===== config.mk =====
export PLATFORM = sky130hd
export DESIGN_NAME = evt24_counter
export DESIGN_NICKNAME = d
export VERILOG_FILES = /design/src/rtl/evt24_pkg.sv /design/src/rtl/evt24_edge_qual.sv /design/src/rtl/evt24_low_stage.sv /design/src/rtl/evt24_high_stage.sv /design/src/rtl/evt24_counter.sv
export SDC_FILE = /design/constraint.sdc
export NUM_CORES = 1
export LEC_CHECK = 0
export BUFFER_PORTS_ARGS = -buffer_cell sky130_fd_sc_hd__buf_2
export CORE_ASPECT_RATIO = 1.2
export CORE_MARGIN = 2
export CORE_UTILIZATION = 44
export CTS_CLUSTER_DIAMETER = 150
export DETAILED_ROUTE_END_ITERATION = 7
export PLACE_DENSITY = 0.84
export SKIP_LAST_GASP = 1
export SYNTH_ARGS = -nofsm -noshare
export SYNTH_HDL_FRONTEND = slang
export SYNTH_SLANG_ARGS = --single-unit

===== constraint.sdc =====
create_clock -name clk -period 2.05 [get_ports clk]
set_input_delay 0.41 -clock clk [delete_from_list [all_inputs] [get_ports clk]]
set_output_delay 0.41 -clock clk [all_outputs]
set_load 0.05 [all_outputs]

===== src/rtl/evt24_pkg.sv =====
package evt24_pkg;

    typedef enum logic [1:0] {
        EDGE_RISE = 2'b00,
        EDGE_FALL = 2'b01,
        EDGE_BOTH = 2'b10,
        EDGE_NONE = 2'b11
    } edge_sel_e;

    typedef enum logic {
        ST_IDLE  = 1'b0,
        ST_COUNT = 1'b1
    } run_state_e;

endpackage


===== src/rtl/evt24_edge_qual.sv =====
module evt24_edge_qual
    import evt24_pkg::*;
#(
    parameter int SYNC_STAGES = 2
) (
    input  logic      clk,
    input  logic      rst_n,
    input  logic      pin,
    input  edge_sel_e sel,
    input  logic      gate_mode,
    input  logic      gate_en,
    output logic      step
);
    localparam int LAST = SYNC_STAGES - 1;

    logic [LAST:0] sync_q;
    logic          prev_q;
    logic          rise, fall, hit, gate_ok;

    generate
        if (SYNC_STAGES > 1) begin : g_chain
            always_ff @(posedge clk or negedge rst_n) begin
                if (!rst_n) sync_q <= '0;
                else        sync_q <= {sync_q[LAST-1:0], pin};
            end
        end else begin : g_single
            always_ff @(posedge clk or negedge rst_n) begin
                if (!rst_n) sync_q <= '0;
                else        sync_q <= pin;
            end
        end
    endgenerate

    always_ff @(posedge clk or negedge rst_n) begin
        if (!rst_n) prev_q <= 1'b0;
        else        prev_q <= sync_q[LAST];
    end

    always_comb begin
        rise    = sync_q[LAST] & ~prev_q;
        fall    = ~sync_q[LAST] & prev_q;
        gate_ok = ~gate_mode | gate_en;
        unique case (sel)
            EDGE_RISE: hit = rise;
            EDGE_FALL: hit = fall;
            EDGE_BOTH: hit = rise | fall;
            EDGE_NONE: hit = 1'b0;
        endcase
        step = hit & gate_ok;
    end
endmodule


===== src/rtl/evt24_low_stage.sv =====
module evt24_low_stage #(
    parameter int W = 8
) (
    input  logic         clk,
    input  logic         rst_n,
    input  logic         clear,
    input  logic         step,
    input  logic [W-1:0] cmp,
    output logic [W-1:0] cnt,
    output logic         carry
);
    logic at_cmp;

    always_comb begin
        at_cmp = (cnt == cmp);
        carry  = step & at_cmp;
    end

    always_ff @(posedge clk or negedge rst_n) begin
        if (!rst_n)      cnt <= '0;
        else if (clear)  cnt <= '0;
        else if (step)   cnt <= at_cmp ? '0 : cnt + 1'b1;
    end
endmodule


===== src/rtl/evt24_high_stage.sv =====
module evt24_high_stage #(
    parameter int W = 16
) (
    input  logic         clk,
    input  logic         rst_n,
    input  logic         clear,
    input  logic         tick,
    input  logic [W-1:0] cmp,
    output logic [W-1:0] cnt,
    output logic         irq
);
    logic at_cmp;

    always_comb at_cmp = (cnt == cmp);

    always_ff @(posedge clk or negedge rst_n) begin
        if (!rst_n) begin
            cnt <= '0;
            irq <= 1'b0;
        end else if (clear) begin
            cnt <= '0;
            irq <= 1'b0;
        end else begin
            irq <= tick & at_cmp;
            if (tick) cnt <= at_cmp ? '0 : cnt + 1'b1;
        end
    end
endmodule


===== src/rtl/evt24_counter.sv =====
module evt24_counter
    import evt24_pkg::*;
#(
    parameter int LO_W        = 8,
    parameter int HI_W        = 16,
    parameter int SYNC_STAGES = 2,
    localparam int TOT_W      = LO_W + HI_W
) (
    input  logic             clk,
    input  logic             rst_n,
    input  logic             evt_pin,
    input  logic [1:0]       edge_sel,
    input  logic             gate_mode,
    input  logic             gate_en,
    input  logic [LO_W-1:0]  cmp8,
    input  logic [HI_W-1:0]  cmp16,
    input  logic             run,
    output logic [LO_W-1:0]  cnt8,
    output logic [HI_W-1:0]  cnt16,
    output logic [TOT_W-1:0] count24,
    output logic             carry8,
    output logic             irq
);
    run_state_e state_q, state_d;
    logic       clear_all, count_ok, evt_step, lo_step;

    always_ff @(posedge clk or negedge rst_n) begin
        if (!rst_n) state_q <= ST_IDLE;
        else        state_q <= state_d;
    end

    always_comb begin
        state_d = state_q;
        unique case (state_q)
            ST_IDLE:  if (run)  state_d = ST_COUNT;  // START
            ST_COUNT: if (!run) state_d = ST_IDLE;   // STOP
        endcase
    end

    always_comb begin
        clear_all = 1'b0;
        count_ok  = 1'b0;
        unique case (state_q)
            ST_IDLE:  clear_all = 1'b1;
            ST_COUNT: count_ok  = 1'b1;
        endcase
        lo_step = evt_step & count_ok;
    end

    evt24_edge_qual #(.SYNC_STAGES(SYNC_STAGES)) u_qual (
        .clk       (clk),
        .rst_n     (rst_n),
        .pin       (evt_pin),
        .sel       (edge_sel_e'(edge_sel)),
        .gate_mode (gate_mode),
        .gate_en   (gate_en),
        .step      (evt_step)
    );

    evt24_low_stage #(.W(LO_W)) u_lo (
        .clk   (clk),
        .rst_n (rst_n),
        .clear (clear_all),
        .step  (lo_step),
        .cmp   (cmp8),
        .cnt   (cnt8),
        .carry (carry8)
    );

    evt24_high_stage #(.W(HI_W)) u_hi (
        .clk   (clk),
        .rst_n (rst_n),
        .clear (clear_all),
        .tick  (carry8),
        .cmp   (cmp16),
        .cnt   (cnt16),
        .irq   (irq)
    );

    assign count24 = {cnt16, cnt8};
endmodule


==> results.md <==
- YS warnings: 0
- Clock Tree Root: clkbuf_8
- RSZ-0062 raised after global routing: yes
- Sequential area share after synthesis: 0.3676
- Reg clk slew, reported paths: about 0.06 ns
- Actual slew at the worst max-slew pin: between 0.6 and 0.7 ns
- Congestion Overflow GR: 0
- Post-route ant nets: 0
- Final WL: 4642 µm
- Synth unique cells: 39
- 1st-pass router iterations: 6
- # DRC: 0
- Final setup fails: 1
- Worst Setup End Kind: output pin
- CP bufs+invs: 2
- Hold_buf cts: 0
- Failing checks: setup timing
- Cell area after synthesis: 1974 µm²
- Clk_lat worst skew: around 0.28 ns
- Critical path peak fanout: 2
- CTS max path bufs: 2
- ANT cells: 0
- CORE AREA: between 4000 and 5000 µm²
- CP top delay family: simple AND/OR/NAND/NOR gates
- Power Total: about 1.3 mW
- Leakage: between 1 and 1.5 nW
- Critical R2R Launch: u_qual.prev_q$_DFF_PN0_
- First-pass GRT wire length: roughly 7600 µm
- Dpl hpwl: 3621 µm
- Critical-path top delay cell: or3_4
- Initial Utilization: 0.4598
- Fmax: between 400 and 500 MHz
- R2R depth: 9
- Worst Setup Start Kind: flop
- TritonCTS clock tree: yes
- Drt wl/cell: roughly 14 µm
- HP Class: in -> async
- Rows: 26
- Worst reg2reg path endpoint: u_hi.cnt[14]$_DFFE_PN0P_
- Flops & latches, synth: 29
- Synth area leaders: dfrtp_1 37%, xnor2_1 11%, buf_4 9.5%
- H-Tree Depth: 2
- Vias/cell: roughly 5.3
- Nets@finish: between 300 and 400
- Share of the synthesized area in the top cell type: 0.3676
- Final hold vios: 0
- Final Worst Setup Slack: -0.2027 ns
- Synth area leader: dfrtp_1
- Die Wd: between 60 and 70 µm
- Worst path max stage delay: approximately 0.36 ns
- Via count: around 1800
- Port-buffer cells: 81
- Syn Inst Count: around 200
- Syn avg cell area: 9.774 µm²
- Req. time, crit path: between 1.5 and 2 ns
- Vias in the first global route: about 1700
- Final Max Slew Viols: 0
- Critical Path, Cell by Cell: inv_1 -> ha_1 -> o21ai_2 -> o211ai_1 -> or3_4 -> nor2_4 -> buf_6
- Initial antenna violation count: 0
- P per Cell Area: between 500 and 600 nW/µm²
- IO Pins: 82
- Max Cap Viol: 0
- Setup TNS Final: -0.2027 ns
- Kind of critical path: reg -> out
- Crit path from: u_qual.prev_q$_DFF_PN0_
- GRT Util Overall: 0.1935
- Chip height: 77.38 µm
- Critical path arrival: about 1.8 ns
- Tmin final: approximately 2.3 ns
- Layout Skew: approximately 0.0085 ns
- Reg2Reg Setup Slack: roughly 0.03 ns
- Die area: 5041 µm²
- Crit share post-route: 1.099
- Run status: finished, violations left
- Worst VDD drop: 0.0003895 V
- CTS Buf Count: 5
- Synthesis-to-finish area growth: 29.91%
- CTS Sinks: 29
- Global placer's final weighted congestion: 0.8237
- Fraction of layout cells with a size suffix above 1: 0.5070
- Syn Nets: approximately 240
- Largest net degree at the start of global routing: 30
- DRT iter0 DRCs: 87
- Rel. slew slack: 0.5824
[area by class of cell]
class	instances	area, µm²
timing repair buffer	107	606.8
multi-input combinational	138	1028
inverter	4	15.01
sequential	29	754.5
tap	56	70.07
clock buffer	8	90.09
fill	398	1729
[metal layers]
layer	up-vias	routed length [µm]	track usage
met1	857	1925	0.2307
met4	0	85	0.08750
met3	9	277	0.03768
met5	-	0	0
met2	76	2354	0.3330
li1	885	-	-
[where the power goes]
| group | internal, mW | switching, mW |
|---|---|---|
| registers | 0.583 | 0.0126 |
| clock network | 0.273 | 0.210 |
| logic | 0.0836 | 0.120 |
[through the flow]
stage / utilization / setup slack [ns] / instance area (µm²) / hold slack, ns / cells
3_5_place_dp: 0.5693 / -0.06213 / 2445 / 0.3356 / 332
3_3_place_gp: 0.5693 / -0.03161 / 2445 / 0.3425 / 332
2_1_floorplan: - / -0.03952 / 2017 / 0.1144 / 202
5_1_grt: 0.5973 / -0.3037 / 2565 / 0.1964 / 342
4_1_cts: 0.5973 / -0.2248 / 2565 / 0.1704 / 342
6_report: 0.5973 / -0.2027 / 2565 / 0.1412 / 342
[flip-flops by register name, summed over array words and instances (netlist names)]
| name | cells |
|---|---|
| state_q | 1 |
| u_hi.cnt | 16 |
| u_hi.irq | 1 |
| u_lo.cnt | 8 |
| u_qual.prev_q | 1 |
| u_qual.sync_q | 2 |
[synthesized netlist by cell type]
| library cell | n |
|---|---|
| a21o_1 | 2 |
| a21oi_1 | 4 |
| a22o_1 | 14 |
| a31o_1 | 1 |
| a31o_2 | 1 |
| a31oi_1 | 4 |
| a32o_1 | 1 |
| and2_1 | 3 |
| and3_1 | 14 |
| and4_1 | 3 |
| buf_2 | 3 |
| buf_4 | 25 |
| buf_6 | 1 |
| clkbuf_1 | 2 |
| dfrtp_1 | 29 |
| ha_1 | 4 |
| inv_1 | 4 |
| mux2_2 | 2 |
| nand2_1 | 2 |
| nand2b_1 | 5 |
| nand3_1 | 1 |
| nand4_1 | 8 |
| nor2_1 | 3 |
| nor2_2 | 1 |
| nor2b_1 | 9 |
| nor3_1 | 5 |
| nor4b_1 | 2 |
| o2111ai_1 | 1 |
| o211ai_1 | 1 |
| o21ai_0 | 9 |
| o21ai_1 | 5 |
| o21ba_2 | 1 |
| o22ai_1 | 1 |
| o31ai_1 | 2 |
| o41ai_4 | 1 |
| or3_1 | 1 |
| or4_1 | 1 |
| xnor2_1 | 25 |
| xor2_1 | 1 |
[repair_timing]
item,in CTS,in global routing
gates resized for setup,4,0
pin swaps,2,1
endpoints found under the setup margin,4,16
buffers inserted,2,0
[worst max path at each step]
stage / endpoint / slack, ns / cells past startpoint
floorplan: carry8 / -0.04 / 7
global placement: carry8 / -0.03 / 7
detailed placement: carry8 / -0.06 / 7
CTS: carry8 / -0.22 / 7
global route: carry8 / -0.30 / 7
finish: carry8 / -0.20 / 7
[cells in the final DEF (no fill, tap or decap), types with 6 or more instances in the layout]
cell	n
buf_2	80
o21ai_0	9
a22o_1	14
dfrtp_1	6
nor2b_1	9
buf_4	26
clkbuf_8	6
nand4_1	8
xnor2_1	25
dfrtp_2	23
and3_1	14
[kinds of logic (layout without fill, tap and decap cells)]
kind of cell,after synthesis,after routing,share of synthesized area
flops,29,29,0.3676
mux,2,2,0.01141
fa+ha+maj,4,4,0.02535
compound gates,48,48,0.1800
xor+xnor,26,26,0.1153
simple gates,58,58,0.1806
buf+inv,35,119,0.1198
No activity file was read; power rests on OpenSTA's default activity.
